### config.mk
export PLATFORM = sky130hd
export DESIGN_NAME = sdlc_frame_tx
export DESIGN_NICKNAME = d
export VERILOG_FILES = /design/src/rtl/sdlc_tx_pkg.sv /design/src/rtl/sdlc_tx_buf.sv /design/src/rtl/sdlc_crc_acc.sv /design/src/rtl/sdlc_tx_ser.sv /design/src/rtl/sdlc_frame_tx.sv
export SDC_FILE = /design/constraint.sdc
export NUM_CORES = 1
export LEC_CHECK = 0
export ABC_AREA = 0
export BUFFER_PORTS_ARGS = -buffer_cell sky130_fd_sc_hd__buf_4
export CAP_MARGIN = 20
export CELL_PAD_IN_SITES_DETAIL_PLACEMENT = 1
export CELL_PAD_IN_SITES_GLOBAL_PLACEMENT = 2
export CORE_MARGIN = 5
export CORE_UTILIZATION = 41
export DETAILED_ROUTE_END_ITERATION = 10
export GPL_TIMING_DRIVEN = 1
export MAX_ROUTING_LAYER = met4
export PLACE_DENSITY = 0.89
export SETUP_SLACK_MARGIN = 0.5
export SYNTH_ARGS = -nofsm -noshare
export SYNTH_HDL_FRONTEND = slang
export SYNTH_SLANG_ARGS = --single-unit
export TNS_END_PERCENT = 30
### constraint.sdc
create_clock -name clk -period 2.64 [get_ports clk]
set_clock_uncertainty 0.1 [all_clocks]
set_input_delay 0.396 -clock clk [delete_from_list [all_inputs] [get_ports clk]]
set_output_delay 0.396 -clock clk [all_outputs]
set_load 0.01 [all_outputs]
### src/rtl/sdlc_tx_pkg.sv
package sdlc_tx_pkg;

  typedef enum logic [1:0] {
    FLD_FLAG = 2'd0,
    FLD_DATA = 2'd1,
    FLD_FCS  = 2'd2,
    FLD_MARK = 2'd3
  } fld_e;

  localparam logic [7:0]  FLAG_BYTE  = 8'h7E;
  localparam logic [7:0]  ARM_CMD    = 8'hC0;
  localparam logic [15:0] CRC_POLY_R = 16'h8408;
  localparam logic [15:0] CRC_PRESET = 16'hFFFF;

endpackage

### src/rtl/sdlc_tx_buf.sv
module sdlc_tx_buf #(
  parameter int DW = 8
) (
  input  logic          clk,
  input  logic          rst_ni,
  input  logic          ack,
  input  logic [DW-1:0] din,
  input  logic          take,
  output logic          req,
  output logic          full,
  output logic [DW-1:0] dout
);

  logic          full_q, full_d;
  logic [DW-1:0] data_q, data_d;
  logic          accept;

  always_comb begin
    accept = ack && !full_q;
    full_d = full_q;
    data_d = data_q;
    if (accept) begin
      full_d = 1'b1;
      data_d = din;
    end else if (take) begin
      full_d = 1'b0;
    end
  end

  always_ff @(posedge clk or negedge rst_ni) begin
    if (!rst_ni) begin
      full_q <= 1'b0;
      data_q <= '0;
    end else begin
      full_q <= full_d;
      data_q <= data_d;
    end
  end

  assign req  = !full_q;
  assign full = full_q;
  assign dout = data_q;

  // an acknowledged request fills the buffer
  assert_accept_R3: assert property (@(posedge clk) disable iff (!rst_ni)
    (ack && req) |=> full);

  // the serializer only takes a byte that is present
  assert_take_full_R4: assert property (@(posedge clk) disable iff (!rst_ni)
    take |-> full_q);

endmodule

### src/rtl/sdlc_crc_acc.sv
module sdlc_crc_acc #(
  parameter int          CW     = 16,
  parameter logic [15:0] POLY   = 16'h8408,
  parameter logic [15:0] PRESET = 16'hFFFF
) (
  input  logic          clk,
  input  logic          rst_ni,
  input  logic          restart,
  input  logic          bit_vld,
  input  logic          bit_in,
  output logic [CW-1:0] crc_q
);

  localparam logic [CW-1:0] POLY_W   = CW'(POLY);
  localparam logic [CW-1:0] PRESET_W = CW'(PRESET);

  logic [CW-1:0] acc_q, acc_d, base;
  logic          fb;

  always_comb begin
    base  = restart ? PRESET_W : acc_q;
    fb    = base[0] ^ bit_in;
    acc_d = acc_q;
    if (bit_vld) begin
      acc_d = {1'b0, base[CW-1:1]} ^ (fb ? POLY_W : '0);
    end
  end

  always_ff @(posedge clk or negedge rst_ni) begin
    if (!rst_ni) acc_q <= PRESET_W;
    else         acc_q <= acc_d;
  end

  assign crc_q = acc_q;

endmodule

### src/rtl/sdlc_tx_ser.sv
module sdlc_tx_ser
  import sdlc_tx_pkg::*;
#(
  parameter int DW        = 8,
  parameter int CW        = 16,
  parameter int STUFF_RUN = 5
) (
  input  logic          clk,
  input  logic          rst_ni,
  input  logic          bit_en,
  input  logic          buf_full,
  input  logic [DW-1:0] buf_data,
  input  logic          latch_q,
  input  logic [CW-1:0] crc_q,
  output logic          take,
  output logic          urun,
  output logic          crc_restart,
  output logic          crc_vld,
  output logic          crc_bit,
  output logic          tx_bit
);

  localparam int CNTW = $clog2(CW + 1);
  localparam int OW   = $clog2(STUFF_RUN + 2);
  localparam logic [CW-1:0]   FLAG_FIELD = CW'(FLAG_BYTE);
  localparam logic [CW-1:0]   MARK_FIELD = CW'({DW{1'b1}});
  localparam logic [CNTW-1:0] BYTE_BITS  = CNTW'(DW);
  localparam logic [CNTW-1:0] FCS_BITS   = CNTW'(CW);
  localparam logic [OW-1:0]   RUN_LIMIT  = OW'(STUFF_RUN);

  fld_e            kind_q, kind_d, sel_kind;
  logic [CW-1:0]   sh_q, sh_d, sel_sh;
  logic [CNTW-1:0] cnt_q, cnt_d, sel_cnt;
  logic [OW-1:0]   ones_q, ones_d;
  logic            tx_q, tx_d;
  logic            stuff_now, go;
  logic            want_take, want_urun, want_restart;

  // field selection: continue the current field or pick the next one
  always_comb begin
    stuff_now    = ((kind_q == FLD_DATA) || (kind_q == FLD_FCS)) && (ones_q == RUN_LIMIT);
    go           = bit_en && !stuff_now;
    sel_kind     = kind_q;
    sel_sh       = sh_q;
    sel_cnt      = cnt_q;
    want_take    = 1'b0;
    want_urun    = 1'b0;
    want_restart = 1'b0;
    if (cnt_q == '0) begin
      unique case (kind_q)
        FLD_FLAG: begin
          if (buf_full) begin
            sel_kind     = FLD_DATA;
            sel_sh       = CW'(buf_data);
            sel_cnt      = BYTE_BITS;
            want_take    = 1'b1;
            want_restart = 1'b1;
          end else begin
            sel_kind = FLD_FLAG;
            sel_sh   = FLAG_FIELD;
            sel_cnt  = BYTE_BITS;
          end
        end
        FLD_DATA: begin
          if (buf_full) begin
            sel_kind  = FLD_DATA;
            sel_sh    = CW'(buf_data);
            sel_cnt   = BYTE_BITS;
            want_take = 1'b1;
          end else if (!latch_q) begin
            sel_kind  = FLD_FCS;
            sel_sh    = ~crc_q;
            sel_cnt   = FCS_BITS;
            want_urun = 1'b1;
          end else begin
            sel_kind  = FLD_MARK;
            sel_sh    = MARK_FIELD;
            sel_cnt   = BYTE_BITS;
            want_urun = 1'b1;
          end
        end
        default: begin
          sel_kind = FLD_FLAG;
          sel_sh   = FLAG_FIELD;
          sel_cnt  = BYTE_BITS;
        end
      endcase
    end
  end

  assign take        = go && want_take;
  assign urun        = go && want_urun;
  assign crc_restart = go && want_restart;
  assign crc_vld     = go && (sel_kind == FLD_DATA);
  assign crc_bit     = sel_sh[0];

  // next-state for the shifter, counters and line bit
  always_comb begin
    kind_d = kind_q;
    sh_d   = sh_q;
    cnt_d  = cnt_q;
    ones_d = ones_q;
    tx_d   = tx_q;
    if (bit_en) begin
      if (stuff_now) begin
        ones_d = '0;
        tx_d   = 1'b0;
      end else begin
        kind_d = sel_kind;
        sh_d   = sel_sh >> 1;
        cnt_d  = sel_cnt - 1'b1;
        tx_d   = sel_sh[0];
        if (((sel_kind == FLD_DATA) || (sel_kind == FLD_FCS)) && sel_sh[0])
          ones_d = ones_q + 1'b1;
        else
          ones_d = '0;
      end
    end
  end

  always_ff @(posedge clk or negedge rst_ni) begin
    if (!rst_ni) begin
      kind_q <= FLD_MARK;
      sh_q   <= '0;
      cnt_q  <= '0;
      ones_q <= '0;
      tx_q   <= 1'b1;
    end else begin
      kind_q <= kind_d;
      sh_q   <= sh_d;
      cnt_q  <= cnt_d;
      ones_q <= ones_d;
      tx_q   <= tx_d;
    end
  end

  assign tx_bit = tx_q;

  // the run of stuffable ones never passes the insertion limit
  assert_run_limit_R5: assert property (@(posedge clk) disable iff (!rst_ni)
    ones_q <= RUN_LIMIT);

  // the line holds its value between enables
  assert_hold_R10: assert property (@(posedge clk) disable iff (!rst_ni)
    !bit_en |=> $stable(tx_bit));

endmodule

### src/rtl/sdlc_frame_tx.sv
module sdlc_frame_tx
  import sdlc_tx_pkg::*;
#(
  parameter int DW        = 8,
  parameter int CW        = 16,
  parameter int STUFF_RUN = 5
) (
  input  logic          clk,
  input  logic          rst_n,
  input  logic          bit_en,
  output logic          dma_req,
  input  logic          dma_ack,
  input  logic [DW-1:0] dma_data,
  input  logic          cmd_we,
  input  logic [7:0]    cmd_data,
  output logic          tx_bit,
  output logic          buf_empty
);

  logic          rs1_q, rst_ni;
  logic          buf_full, take, urun, crc_restart, crc_vld, crc_bit;
  logic [DW-1:0] buf_data;
  logic [CW-1:0] crc_q;
  logic          latch_q, latch_d, arm_cmd;

  // asynchronous assert, synchronous release
  always_ff @(posedge clk or negedge rst_n) begin
    if (!rst_n) begin
      rs1_q  <= 1'b0;
      rst_ni <= 1'b0;
    end else begin
      rs1_q  <= 1'b1;
      rst_ni <= rs1_q;
    end
  end

  sdlc_tx_buf #(.DW(DW)) u_buf (
    .clk    (clk),
    .rst_ni (rst_ni),
    .ack    (dma_ack),
    .din    (dma_data),
    .take   (take),
    .req    (dma_req),
    .full   (buf_full),
    .dout   (buf_data)
  );

  sdlc_crc_acc #(.CW(CW), .POLY(CRC_POLY_R), .PRESET(CRC_PRESET)) u_crc (
    .clk     (clk),
    .rst_ni  (rst_ni),
    .restart (crc_restart),
    .bit_vld (crc_vld),
    .bit_in  (crc_bit),
    .crc_q   (crc_q)
  );

  sdlc_tx_ser #(.DW(DW), .CW(CW), .STUFF_RUN(STUFF_RUN)) u_ser (
    .clk         (clk),
    .rst_ni      (rst_ni),
    .bit_en      (bit_en),
    .buf_full    (buf_full),
    .buf_data    (buf_data),
    .latch_q     (latch_q),
    .crc_q       (crc_q),
    .take        (take),
    .urun        (urun),
    .crc_restart (crc_restart),
    .crc_vld     (crc_vld),
    .crc_bit     (crc_bit),
    .tx_bit      (tx_bit)
  );

  // end-of-frame latch: set by any underrun, cleared by the arm command
  always_comb begin
    arm_cmd = cmd_we && (cmd_data == ARM_CMD);
    latch_d = latch_q;
    if (urun)         latch_d = 1'b1;
    else if (arm_cmd) latch_d = 1'b0;
  end

  always_ff @(posedge clk or negedge rst_ni) begin
    if (!rst_ni) latch_q <= 1'b1;
    else         latch_q <= latch_d;
  end

  assign buf_empty = !buf_full;

  // the arm command clears the latch when no underrun competes
  assert_arm_clear_R8: assert property (@(posedge clk) disable iff (!rst_ni)
    (cmd_we && (cmd_data == ARM_CMD) && !urun) |=> !latch_q);

  // every underrun leaves the latch set
  assert_urun_sets_R6: assert property (@(posedge clk) disable iff (!rst_ni)
    urun |=> latch_q);

endmodule

# Word-level counts from Yosys, hierarchy flattened
# Index checks and enable logic that the tools add are counted.
# op_classes
n_addsub	2
eq_ne	6
muxes	31
bitwise_logic	4
reduce_logical	19
# ops
operator	count
2-to-1 mux 16 bit	5
one-hot mux 16 bit (2 select lines)	1
2-to-1 mux 5 bit	4
inverter 16 bit	1
bitwise XOR 15 x 16 -> 16 bit	1
2-to-1 mux 1 bit	15
logical AND 1 bit	9
equality test 8 bit (second input constant)	1
2-to-1 mux 8 bit	1
2-to-1 mux 3 bit	2
logical NOT 5 bit	1
subtractor 5 x 1 -> 5 bit (second input constant)	1
equality test 2 x 1 -> 1 bit (second input constant)	2
equality test 2 bit (second input constant)	2
2-to-1 mux 2 bit	2
one-hot mux 2 bit (2 select lines)	1
nonzero test 2 bit	2
adder 3 x 1 -> 3 bit (second input constant)	1
equality test 3 bit (second input constant)	1
logical NOT 1 bit	2
logical NOT 2 bit	1
logical OR 1 bit	2
AND reduction 2 bit	1
OR reduction 2 bit	1
2 further kinds	2
# word_totals
regBits	54

# Depth between registers and ports, before layout
# depth
depth_word	10
depth_mapped	11
ltp_nobuf	9

# Cells and area by module
# From an unflattened synthesis, not the netlist that was laid out.
# hier_totals
cells_unflattened	262
hier_area_um2	2711.4
# by_module_without_submodules
mod	instances	cells_per_inst	area_per_inst_um2
sdlc_tx_ser	1	157	1488.9
sdlc_crc_acc	1	74	725.7
sdlc_tx_buf	1	21	374.1
sdlc_frame_tx	1	10	122.6

# Worst setup path before layout
# Ideal clock, no wire load.
# synth_timing
kind	register to register
start	register u_buf.full_q, in the netlist u_buf.full
end	register u_crc.acc_q[0], in the netlist u_crc.crc_q[0]
setup_time_ns	0.061
t_arrival_ns	2.354
t_required_ns	2.479
slack_ns	0.125
stages_incl_launch_ff	12
n_path_buf	4
period_less_slack_ns	2.515
cell_sequence	dfrtp_1 > buf_4 > inv_1 > clkbuf_1 > a2bb2oi_1 > o21ai_0 > ha_1 > and3_1 > clkbuf_1 > o21ai_0 > clkbuf_1 > o22a_1
# synth_via
word_cells_on_any_way	12
# synth_lines
item	line_no	text
start, declared	sdlc_tx_buf.sv:14	logic full_q, full_d;
start signal, assigned	sdlc_tx_buf.sv:35	full_q <= full_d;
2-to-1 mux 2 bit / 2-to-1 mux 1 bit (equally long branches)	sdlc_tx_ser.sv:65, sdlc_tx_ser.sv:52	
one-hot mux 2 bit (2 select lines) *	sdlc_tx_ser.sv:50	unique case (kind_q)
2-to-1 mux 2 bit *	sdlc_tx_ser.sv:49	if (cnt_q == '0) begin
net u_ser.sel_kind[0]	sdlc_tx_ser.sv:31	fld_e kind_q, kind_d, sel_kind;
equality test 2 x 1 -> 1 bit *	sdlc_tx_ser.sv:94	assign crc_vld = go && (sel_kind == FLD_DATA);
logical AND 1 bit *	sdlc_tx_ser.sv:94	
end signal, assigned	sdlc_crc_acc.sv:30	if (!rst_ni) acc_q <= PRESET_W;
end signal, assigned	sdlc_crc_acc.sv:31	else acc_q <= acc_d;
end, declared	sdlc_crc_acc.sv:17	logic [CW-1:0] acc_q, acc_d, base;
# Mark *: on every way through the listed nets, which the timed path passes. The rest lies on a longest branch.
# A chain may end at the register's enable or synchronous reset.

# Worst setup path in the final report
# layout_timing
start	register u_ser.kind_q[1]
end	register u_ser.ones_q[2]
# layout_via
elab_chain_len	8
word_cells_on_any_way	15
# layout_lines
item	line_no	text
start, declared	sdlc_tx_ser.sv:31	
start signal, assigned	sdlc_tx_ser.sv:129	kind_q <= kind_d;
equality test 2 x 1 -> 1 bit / logical NOT 2 bit (equally long branches)	sdlc_tx_ser.sv:50	
one-hot mux 2 bit (2 select lines) *	sdlc_tx_ser.sv:50	
2-to-1 mux 2 bit *	sdlc_tx_ser.sv:49	
net u_ser.sel_kind[0]	sdlc_tx_ser.sv:31	
equality test 2 x 1 -> 1 bit / equality test 2 bit (equally long branches)	sdlc_tx_ser.sv:113	if (((sel_kind == FLD_DATA) || (sel_kind == FLD_FCS)) && sel_sh[0])
logical OR 1 bit *	sdlc_tx_ser.sv:113	
logical AND 1 bit *	sdlc_tx_ser.sv:113	
2-to-1 mux 3 bit *	sdlc_tx_ser.sv:113	
2-to-1 mux 3 bit *	sdlc_tx_ser.sv:105	if (stuff_now) begin
end signal, assigned	sdlc_tx_ser.sv:132	ones_q <= ones_d;
end, declared	sdlc_tx_ser.sv:34	logic [OW-1:0] ones_q, ones_d;
# Marked as above.

==> results.py <==
metrics = {
    "logic_synthesis": {
        "synth_edf_count": 0,
        "synth_area_mm2": 0.00257,
        "yosys-top-cells-area": "dfrtp_1 33%, dfstp_2 20%, o21ai_0 5.7%",
        "synth_cell_types": 45,
        "synth_area_per_cell_um2": 10.4,
        "synth_seq_cells": 54,
        "synth_top_area_share_pct": 33.1,
        "synthFlopType": "dfrtp_1",
        "seq_area_frac_synth_pct": 53.6,
        "synth_nets": 275,
        "yosysWarnings": 0,
        "async_flop_share_pct": 100,
        "synth_cells": 247,
        "yosysTopAreaCell": "dfrtp_1",
    },
    "grt": {
        "grt_max_degree": 46,
        "antenna_found_initial": 0,
        "grt_use_met2_pct": 31.2,
        "use_met1_pct": 20.4,
        "grt_usage_pct": 17.7,
        "met3_usage_pct": 2.67,
        "top_usage_layer": "met2",
        "grt_pass1_vias": 2148,
        "grt_pass1_wl_um": 10300,
        "grt-ovfl-total": 0,
    },
    "worst_setup_path": {
        "reg2regPathDepth": 8,
        "r2r_end": "u_ser.ones_q[2]",
        "r2r-start": "u_ser.kind_q[1]",
        "cp.arrival_ps": 2370,
        "critPathLaunchType": "flop",
        "path_cells": "inv_4 -> ha_4 -> nor2_4 -> a2bb2oi_2 -> o21ai_1 -> ha_1 -> or4b_1 -> mux2i_1",
        "cp-end-kind": "flop",
        "cp_slowest_stage_delay_ps": 570,
        "cpMaxStageDelayCell": "dfstp_2",
        "rrSetupSlack_ps": 410,
        "cp.required_ps": 2780,
        "criticalPathCategory": "flop to flop",
        "cp_max_fo": 5,
    },
    "placed_design": {
        "dp.cells": 336,
        "dpl_cell_area_mm2": 0.00286,
        "portBuffers": 23,
        "hpwlAfterDp_um": 4210,
        "gp_congestion": 0.708,
    },
    "die": {
        "rows": 28,
        "io_pins": 24,
        "dieArea_mm2": 0.00795,
        "die_h_um": 89.1,
        "core_area_mm2": 0.00599,
        "die_x_um": 89.1,
        "initial_core_util_pct": 42.9,
    },
    "clocking": {
        "clock_latency_ps": 310,
        "clk_path_buf_depth": 2,
        "cts_tree": "yes",
        "clock_sinks": 54,
        "htree_levels": 2,
        "root_buffer": "clkbuf_8",
        "cts_buffers": 5,
        "cts.clk_slew.worst_paths_ps": 100,
    },
    "route": {
        "drt-total-wl_um": 6080,
        "routedWlPerCell_um": 17.1,
        "routed-via-count": 1939,
        "drt_iter0_drc": 70,
        "routed_via_density": 5.46,
        "drc": 0,
        "dr.pass1.iters": 5,
        "drtAntennaViolNets": 0,
    },
    "timing": {
        "slew_viol_final": 0,
        "relSlewSlack_pct": 61.5,
        "finalHoldViolCount": 3,
        "final_min_period_over_clock_period_pct": 84.4,
        "fin_crit_ps": 2230,
        "whs_ps": -0.782,
        "rsz0062_at_grt": "true",
        "setup_tns_ps": 0,
        "max_freq_mhz": 449,
        "tightest_slew_ps": 577,
        "setup_violations": 0,
    },
    "final_layout": {
        "drive_gt1_share_pct": 33.6,
        "final_util_pct": 51.7,
        "design_area_mm2": 0.00310,
        "nets": 307,
        "fill_cells": 675,
        "final_cell_mix": "37 x buf_4, 33 x dfrtp_1, 30 x nand2_1",
        "seq_area_mm2": 0.00138,
        "final_cells": 355,
        "final_common_cell": "buf_4",
        "diodes": 0,
        "syn_to_final_growth_pct": 20.6,
        "multiInputGateArea_mm2": 0.00120,
    },
    "status": {
        "status": "finished with violations",
        "violations": "hold timing",
    },
    "power": {
        "power_density_mw_per_mm2": 1110,
        "max-vdd-ir-drop_uv": 528,
        "p_leak_nw": 1.26,
    },
    "run": {
        "cap_violations": 0,
    },
    "min_path": {
        "hold_class": "flop to async pin",
    },
}
-- per-stage QoR --
stage	setup slack, ps	power (W)
2_1_floorplan	492	0.00246
6_report	413	0.00345
4_1_cts	405	0.00344
5_1_grt	300	0.00370
3_3_place_gp	414	0.00274
3_5_place_dp	348	0.00281
-- power breakdown --
group	internal (W)	leakage, nW	switching [W]	total (W)
Combinational	0.000721	0.572	0.000745	0.00147
Clock	0.000187	0.0441	0.000282	0.000469
Sequential	0.00123	0.644	0.000280	0.00151
Total	0.00214	1.26	0.00131	0.00345
-- layer usage --
| layer | routed length [µm] | vias to the layer above |
|---|---|---|
| met4 | 92 | 0 |
| met2 | 3130 | 30 |
| met1 | 2670 | 958 |
| met3 | 191 | 9 |
| li1 | - | 942 |
| met5 | 0 | - |
-- timing repair --
item,CTS,global route
hold buffers,1,0
gates resized for setup,8,5
endpoints found under the hold margin,2,0
gates cloned,1,0
pin swaps,3,2
setup endpoints to repair,19,22
buffers inserted,6,3
-- layout make-up --
class	instances	share of cell area [%]
sequential	54	44.5
multi-input combinational	169	38.6
timing repair buffer	39	9.66
tap	75	3.03
clock buffer	5	2.22
inverter	10	1.29
clock inverter	3	0.687
-- Yosys cell counts, drive strengths merged, types with 7 or more instances --
cell / count
ha: 7
mux2: 7
o21ai: 31
o22a: 13
nor2: 11
dfstp: 20
nand2: 31
a21oi: 9
inv: 10
dfrtp: 34
clkbuf: 11
nor3: 8
-- registers in the layout, indices dropped and copies added (netlist names) --
name	flops
u_ser.cnt_q	5
u_crc.crc_q	16
u_buf.dout	8
u_ser.sh_q	15
rs1_q	1
u_buf.full	1
u_ser.kind_q	2
latch_q	1
u_ser.ones_q	3
rst_ni	1
u_ser.tx_bit	1
-- worst max-delay path: cells and delay by family (launching register included) --
kind	cells	cell delay, ps
compound gates	2	220
fa+ha+maj	2	490
buf+inv	1	60
flops	1	570
mux	1	120
simple gates	2	580
-- worst max path at each step --
stage	start	end	slack [ps]
after floorplan	u_ser.kind_q[1]	u_ser.ones_q[2]	490
final	u_ser.kind_q[1]	u_ser.ones_q[2]	410
after global routing	u_ser.kind_q[0]	u_ser.ones_q[2]	300
after global placement	u_ser.kind_q[1]	u_ser.ones_q[2]	410
after detailed placement	u_ser.kind_q[1]	u_ser.ones_q[2]	350
after CTS	u_ser.kind_q[1]	u_ser.ones_q[2]	410
-- logic make-up (layout without fill, tap and decap cells) --
logic type,after synthesis,count (layout),share of synthesized area [%]
xor gates and xnor gates,8,8,2.73
adders and majority gates,7,7,3.41
AOI/OAI and AO/OA,76,77,19.3
muxes,10,10,4.39
DFF,54,54,53.6
other,1,1,0.146
and+or+nand+nor,66,66,12.3
buffers and inverters,25,57,4.04
No activity file was read; power rests on OpenSTA's default activity.
